$ cat src/rtl/pbseq_pkg.sv
package pbseq_pkg;

    typedef enum logic [2:0] {
        ST_SHIP      = 3'd0,
        ST_OFF       = 3'd1,
        ST_RISE_A    = 3'd2,
        ST_RISE_B    = 3'd3,
        ST_ON        = 3'd4,
        ST_DROP_HARD = 3'd5,
        ST_DROP_SOFT = 3'd6
    } pstate_t;

    typedef struct packed {
        logic pressed;    // synchronized button is held
        logic qualified;  // current press began in a powered state
        logic start_evt;  // press reached power-up length on this tick
        logic hard_evt;   // qualified press reached hard-reset length
    } press_t;

    function automatic logic is_rising(pstate_t s);
        return (s == ST_RISE_A) || (s == ST_RISE_B);
    endfunction

    function automatic logic is_powered(pstate_t s);
        return is_rising(s) || (s == ST_ON);
    endfunction

    function automatic logic is_down(pstate_t s);
        return (s == ST_DROP_HARD) || (s == ST_DROP_SOFT);
    endfunction

    function automatic int unsigned cnt_width(int unsigned max_val);
        return (max_val < 2) ? 1 : $clog2(max_val + 1);
    endfunction

endpackage

$ cat src/rtl/pbseq_sync.sv
module pbseq_sync #(
    parameter int   STAGES  = 2,
    parameter logic RST_VAL = 1'b1
) (
    input  logic clk,
    input  logic rst,
    input  logic d,
    output logic q
);
    logic [STAGES-1:0] chain;

    always_ff @(posedge clk) begin
        if (rst) chain <= {STAGES{RST_VAL}};
        else     chain <= {chain[STAGES-2:0], d};
    end

    assign q = chain[STAGES-1];
endmodule

$ cat src/rtl/pbseq_press.sv
module pbseq_press
    import pbseq_pkg::*;
#(
    parameter int T_START = 400,
    parameter int T_HARD  = 5000
) (
    input  logic   clk,
    input  logic   rst,
    input  logic   tick,
    input  logic   pressed,
    input  logic   powered,
    output press_t pr
);
    localparam int PW = cnt_width(T_HARD);
    localparam logic [PW-1:0] START_LAST = PW'(T_START - 1);
    localparam logic [PW-1:0] HARD_LAST  = PW'(T_HARD - 1);
    localparam logic [PW-1:0] CNT_SAT    = PW'(T_HARD);

    logic [PW-1:0] cnt_q;
    logic          pressed_q;
    logic          qual_q;

    always_ff @(posedge clk) begin
        if (rst) begin
            cnt_q     <= '0;
            pressed_q <= 1'b0;
            qual_q    <= 1'b0;
        end else begin
            pressed_q <= pressed;
            if (!pressed) begin
                cnt_q  <= '0;
                qual_q <= 1'b0;
            end else begin
                if (!pressed_q) qual_q <= powered;
                if (tick && cnt_q != CNT_SAT) cnt_q <= cnt_q + 1'b1;
            end
        end
    end

    always_comb begin
        pr.pressed   = pressed;
        pr.qualified = qual_q;
        pr.start_evt = pressed && tick && (cnt_q == START_LAST);
        pr.hard_evt  = pressed && qual_q && tick && (cnt_q == HARD_LAST);
    end

    // a hard-reset event needs a press that was already running a cycle ago
    a_r8_hard_on_running_press: assert property (@(posedge clk) disable iff (rst)
        pr.hard_evt |-> pressed_q);
endmodule

$ cat src/rtl/pbseq_rails.sv
module pbseq_rails
    import pbseq_pkg::*;
#(
    parameter int N_RAILS   = 3,
    parameter int T_STAGGER = 20
) (
    input  logic               clk,
    input  logic               rst,
    input  logic               tick,
    input  logic               on,
    output logic [N_RAILS-1:0] rail_en
);
    localparam int SPAN = (N_RAILS - 1) * T_STAGGER;
    localparam int SW   = cnt_width(SPAN);
    localparam logic [SW-1:0] STEP_SAT = SW'(SPAN);

    logic [SW-1:0] step_q;

    always_ff @(posedge clk) begin
        if (rst || !on)                  step_q <= '0;
        else if (tick && step_q != STEP_SAT) step_q <= step_q + 1'b1;
    end

    for (genvar gi = 0; gi < N_RAILS; gi++) begin : g_rail
        always_ff @(posedge clk) begin
            if (rst) rail_en[gi] <= 1'b0;
            else     rail_en[gi] <= on && (step_q >= SW'(gi * T_STAGGER));
        end
        if (gi > 0) begin : g_order
            // a rail comes up only after its predecessor is already on
            a_r3_rail_order: assert property (@(posedge clk) disable iff (rst)
                $rose(rail_en[gi]) |-> (rail_en[gi-1] && !$rose(rail_en[gi-1])));
        end
    end
endmodule

$ cat src/rtl/pbseq_sampler.sv
module pbseq_sampler
    import pbseq_pkg::*;
#(
    parameter int T_SAMPLE = 150
) (
    input  logic clk,
    input  logic rst,
    input  logic tick,
    input  logic en,
    output logic stb
);
    localparam int SW = cnt_width(T_SAMPLE);
    localparam logic [SW-1:0] LAST = SW'(T_SAMPLE - 1);

    logic [SW-1:0] cnt_q;

    always_ff @(posedge clk) begin
        if (rst || !en) begin
            cnt_q <= '0;
            stb   <= 1'b0;
        end else begin
            stb <= tick && (cnt_q == LAST);
            if (tick) cnt_q <= (cnt_q == LAST) ? '0 : cnt_q + 1'b1;
        end
    end
endmodule

$ cat src/rtl/pb_power_seq.sv
module pb_power_seq
    import pbseq_pkg::*;
#(
    parameter int N_RAILS   = 3,
    parameter int T_START   = 400,
    parameter int T_HARD    = 5000,
    parameter int T_HOLDUP  = 5000,
    parameter int T_DOWN    = 1000,
    parameter int T_STAGGER = 20,
    parameter int T_SAMPLE  = 150
) (
    input  logic               clk,
    input  logic               rst,
    input  logic               tick,
    input  logic               btn_n,
    input  logic               hold_req,
    input  logic               uv_flag,
    output logic               wake,
    output logic [N_RAILS-1:0] rail_en,
    output logic               reg_clear,
    output logic               btn_stat_n,
    output logic               aux_allow,
    output logic               sample_stb
);
    localparam int TMAX = (T_HOLDUP > T_DOWN) ? T_HOLDUP : T_DOWN;
    localparam int TW   = cnt_width(TMAX);
    localparam logic [TW-1:0] HOLD_LAST = TW'(T_HOLDUP - 1);
    localparam logic [TW-1:0] DOWN_LAST = TW'(T_DOWN - 1);
    localparam logic [TW-1:0] TMR_SAT   = TW'(TMAX);

    pstate_t       st_q, st_n;
    logic [TW-1:0] tmr_q;
    logic          btn_s;
    press_t        pr;

    pbseq_sync #(.STAGES(2), .RST_VAL(1'b1)) u_sync (
        .clk(clk), .rst(rst), .d(btn_n), .q(btn_s)
    );

    pbseq_press #(.T_START(T_START), .T_HARD(T_HARD)) u_press (
        .clk(clk), .rst(rst), .tick(tick), .pressed(!btn_s),
        .powered(is_powered(st_q)), .pr(pr)
    );

    // next-state decode; hard reset outranks every other exit
    always_comb begin
        st_n = st_q;
        unique case (st_q)
            ST_SHIP:      if (pr.start_evt) st_n = ST_RISE_A;
            ST_OFF: begin
                if (pr.hard_evt)       st_n = ST_DROP_HARD;
                else if (pr.start_evt) st_n = ST_RISE_B;
            end
            ST_RISE_A,
            ST_RISE_B:    if (tick && tmr_q == HOLD_LAST)
                              st_n = hold_req ? ST_ON : ST_DROP_SOFT;
            ST_ON: begin
                if (pr.hard_evt)                st_n = ST_DROP_HARD;
                else if (!hold_req || uv_flag)  st_n = ST_DROP_SOFT;
            end
            ST_DROP_SOFT: begin
                if (pr.hard_evt)                      st_n = ST_DROP_HARD;
                else if (tick && tmr_q == DOWN_LAST)  st_n = ST_OFF;
            end
            ST_DROP_HARD: if (tick && tmr_q == DOWN_LAST) st_n = ST_SHIP;
            default:      st_n = ST_SHIP;
        endcase
    end

    always_ff @(posedge clk) begin
        if (rst) begin
            st_q      <= ST_SHIP;
            tmr_q     <= '0;
            reg_clear <= 1'b0;
        end else begin
            st_q      <= st_n;
            reg_clear <= (st_n != st_q) && is_down(st_n);
            if (st_n != st_q)                  tmr_q <= '0;
            else if (tick && tmr_q != TMR_SAT) tmr_q <= tmr_q + 1'b1;
        end
    end

    assign wake       = is_powered(st_q);
    assign aux_allow  = is_powered(st_q);
    assign btn_stat_n = !(pr.pressed && pr.qualified && is_powered(st_q));

    pbseq_rails #(.N_RAILS(N_RAILS), .T_STAGGER(T_STAGGER)) u_rails (
        .clk(clk), .rst(rst), .tick(tick), .on(wake), .rail_en(rail_en)
    );

    pbseq_sampler #(.T_SAMPLE(T_SAMPLE)) u_sampler (
        .clk(clk), .rst(rst), .tick(tick), .en(st_q == ST_SHIP), .stb(sample_stb)
    );

    // the clear pulse is exactly one clock wide
    a_r6_clear_single: assert property (@(posedge clk) disable iff (rst)
        reg_clear |=> !reg_clear);

    // power-down leaves no regulator enabled
    a_r6_down_rails_off: assert property (@(posedge clk) disable iff (rst)
        is_down(st_q) |=> (rail_en == '0));

    // regulator enables never outlive the wake enable
    a_r4_rails_follow_wake: assert property (@(posedge clk) disable iff (rst)
        (rail_en != '0) |-> $past(wake));

    // lost hold-up request in the on state leads to soft power-down
    a_r5_on_loss_drops: assert property (@(posedge clk) disable iff (rst)
        (st_q == ST_ON && !hold_req && !pr.hard_evt) |=> (st_q == ST_DROP_SOFT));

    // the sample strobe only follows a cycle spent in the shipping state
    a_r11_stb_in_ship: assert property (@(posedge clk) disable iff (rst)
        sample_stb |-> $past(st_q == ST_SHIP));
endmodule

$ cat config.mk
export PLATFORM = sky130hd
export DESIGN_NAME = pb_power_seq
export DESIGN_NICKNAME = d
export VERILOG_FILES = /design/src/rtl/pbseq_pkg.sv /design/src/rtl/pbseq_sync.sv /design/src/rtl/pbseq_press.sv /design/src/rtl/pbseq_rails.sv /design/src/rtl/pbseq_sampler.sv /design/src/rtl/pb_power_seq.sv
export SDC_FILE = /design/constraint.sdc
export NUM_CORES = 1
export LEC_CHECK = 0
export BUFFER_PORTS_ARGS = -buffer_cell sky130_fd_sc_hd__buf_2
export CAP_MARGIN = 25
export CORE_MARGIN = 2
export CORE_UTILIZATION = 60
export CTS_CLUSTER_SIZE = 24
export DETAILED_ROUTE_END_ITERATION = 8
export PLACE_DENSITY = 0.79
export SYNTH_ARGS = -nofsm -noshare
export SYNTH_HDL_FRONTEND = slang
export SYNTH_SLANG_ARGS = --single-unit
export TNS_END_PERCENT = 100
$ cat constraint.sdc
create_clock -name clk -period 3.4 [get_ports clk]
set_input_delay 0.51 -clock clk [delete_from_list [all_inputs] [get_ports clk]]
set_output_delay 0.51 -clock clk [all_outputs]
set_load 0.02 [all_outputs]
==> run_results.csv <==
group,metric,value,unit
floorplanning,core,4060,um2
logic_synthesis,async_flop_share,0,%
cells_and_area,antennaDiodeCount,0,
sta,slew-limit-headroom,58.7,%
grt,antenna_found_initial,0,
pwr,pwr-share-comb,3.7,%
logic_synthesis,synth-edff-count,0,
clock_tree,cts_tree,"built",
critical_path,arrival,1.67,ns
place,place_inst,352,
clock_tree,cts_root_buffer,"clkbuf_8",
grt,grt_pass1_wl,8020,um
cells_and_area,seqCellArea,1040,um2
run,maxCapViolations,0,
pwr,p_leak,0.000969,uW
critical_path,cp.required,2.89,ns
sta,setup_violations,0,
logic_synthesis,ys_ff_latch,52,
floorplanning,fp.dieH,69.4,um
floorplanning,io_pins,14,
detailed_routing,wl_per_cell,12.1,um
logic_synthesis,synth_warnings,0,
clock_tree,cts_num_sinks,52,
sta,worst_pin_slew,0.614,ns
sta,fmax,458,MHz
sta,skew,0.0142,ns
clock_tree,clock_path_buffers,2,
critical_path,r2r-start,"u_press.cnt_q[4]",
logic_synthesis,netlist_instances,300,
logic_synthesis,synth_cell_types,47,
floorplanning,start_util,63.2,%
logic_synthesis,synth_ff_type,"dfxtp_1",
sta,fin_hold_ws,0.383,ns
pwr,switchingPower,226,uW
detailed_routing,dr.pass1.iters,4,
logic_synthesis,syn_avg_cell_area,8.54,um2
cells_and_area,multiInputGateArea,1390,um2
detailed_routing,via_count,1967,
cells_and_area,layout_common_cells,"55 x nor2_1, 52 x dfxtp_1, 29 x nand2_1, 21 x xor2_1, 14 x nand3_1",
grt,grt_overflow,0,
grt,grt_max_degree,18,
grt,track_usage,20.1,%
detailed_routing,drtIter0Drc,119,
sta,fin_crit,2.18,ns
cells_and_area,fin_area,2700,um2
pwr,pwr-share-clk,35.4,%
clock_tree,clkLatencyLatePin,0.31,ns
clock_tree,clkTransAtPathRegs,0.09,ns
logic_synthesis,synth_nets,314,
critical_path,setup.worst_path.start,"st_q[1]",
cells_and_area,final.fill_count,339,
clock_tree,post-cts-setup-buffer-count,0,
logic_synthesis,yosysSeqAreaShare,40.6,%
pwr,swShare,22.1,%
cells_and_area,syn_to_final_growth,5.42,%
clock_tree,cts_buffers,5,
place,numPortBuffers,13,
place,place_congestion,0.820,
floorplanning,rows,23,
detailed_routing,route.detailed.drc,0,
status,status,"complete, no violations",
worst_hold_path,hold_path_startpoint,"btn_n",
cells_and_area,final_common_cell,"nor2_1",
sta,fin_crit_sh,64.2,%
floorplanning,die_area,4810,um2
critical_path,worstSetupStartpointType,"register",
clock_tree,ctsHtreeMaxLevel,2,
detailed_routing,drt_wl_total,4350,um
sta,setup-tns-final,0,ns
pwr,vdd_ir_drop_max,0.268,mV
pwr,powerDensity,378,nW/um2
clock_tree,hold_buffers,0,
cells_and_area,drive_gt1_share,10.3,%
sta,hold_viol,0,
logic_synthesis,syn_area,2560,um2
sta,drv_slew,0,
critical_path,path_class,"reg2out",
critical_path,end_kind,"primary output",
sta,rsz0062_at_grt,"no",
detailed_routing,drtAntennaViolNets,0,
cells_and_area,nNetsFinal,323,
clock_tree,post_cts.resized_instances,0,
place,placed_area,2600,um2
pwr,p_int,796,uW
pwr,seqPwrFrac,60.9,%
floorplanning,die_w,69.4,um
grt,grt_pass1_vias,1908,
cells_and_area,final_cells,360,
detailed_routing,viasPerCell,5.46,
worst_hold_path,hold_path.class,"in2reg",
critical_path,path_max_fanout,12,
place,dp_hpwl,3190,um
synthesized netlist by cell type (all sizes together) (3+ instances only):
library cell	count	area, um2
nand3	14	70.1
nand2b	3	18.8
inv	13	48.8
xnor2	13	114
dfxtp	52	1040
a21oi	9	45.0
nor4	4	31.3
xor2	21	184
or3	4	25.0
and3	6	37.5
o21ai	7	35.0
nor2	55	206
buf	7	71.3
ha	8	100
nor3	3	15.0
nand4	10	62.6
nor3b	3	22.5
mux2i	3	30.0
or2	3	18.8
nand2	29	109
clkbuf	4	15.0
flip-flops by register name, indices dropped and copies added (netlist names):
register	cells
tmr_q	13
u_sync.chain	2
u_sampler.cnt_q	8
reg_clear	1
u_press.pressed_q	1
u_rails.step_q	6
u_press.cnt_q	13
u_sampler.stb	1
u_rails.rail_en	3
u_press.qual_q	1
st_q	3
stage by stage:
stage	utilization [%]	power, uW	setup WS (ns)
3_5_place_dp	64.2	674	1.09
2_1_floorplan	-	665	1.45
5_1_grt	66.6	1060	1.04
3_3_place_gp	64.2	673	1.16
4_1_cts	66.6	1030	1.20
6_report	66.6	1020	1.22
critical path: stages (launching register included):
cell and delay [ns]:
dfxtp_1 0.57, nor2b_1 0.30, o21bai_1 0.23, nand3b_1 0.10
buf_2 0.17
power by group through the flow:
| stage | clock network [uW] | logic, uW | registers (uW) |
|---|---|---|---|
| 2_1_floorplan | 0 | 30.1 | 635 |
| 3_3_place_gp | 0 | 36.6 | 636 |
| 3_5_place_dp | 0 | 37.8 | 637 |
| 4_1_cts | 372 | 37.9 | 622 |
| 5_1_grt | 398 | 42.6 | 624 |
| 6_report | 362 | 37.3 | 622 |
cell families (layout without fill, tap and decap cells):
kind of cell	count (synthesis)	count (layout)	synth area share (%)
xor+xnor	34	34	11.6
simple gates	149	149	29.3
flops	52	52	40.6
mux	3	3	1.17
fa+ha+maj	8	8	3.91
compound gates	30	30	8.11
buf+inv	24	34	5.27
worst paths after layout:
kind	endpoint	slack, ns	cells past startpoint
setup / recovery	btn_stat_n	1.22	4
hold reg to reg	u_sync.chain[1]	0.43	1
setup reg to reg	tmr_q[7]	1.31	6
hold / removal	u_sync.chain[0]	0.38	2
final cells by class:
type                            instances  share of cell area (%)
Multi-Input combinational cell        224                    51.3
Inverter                               13                    1.81
Clock inverter                          2                   0.556
Sequential cell                        52                    38.5
Timing Repair Buffer                   13                    2.41
Tap cell                               50                    2.32
Clock buffer                            6                    3.06
per-layer routing:
metal / GRT usage (%) / up-vias / share of wire (%)
met5: 0 / - / 0
met4: 6.97 / 0 / 1.4
met3: 4.94 / 6 / 3.4
met2: 33.1 / 27 / 46
met1: 25.7 / 910 / 50
li1: - / 1024 / -
No activity file was read; power rests on OpenSTA's default activity.
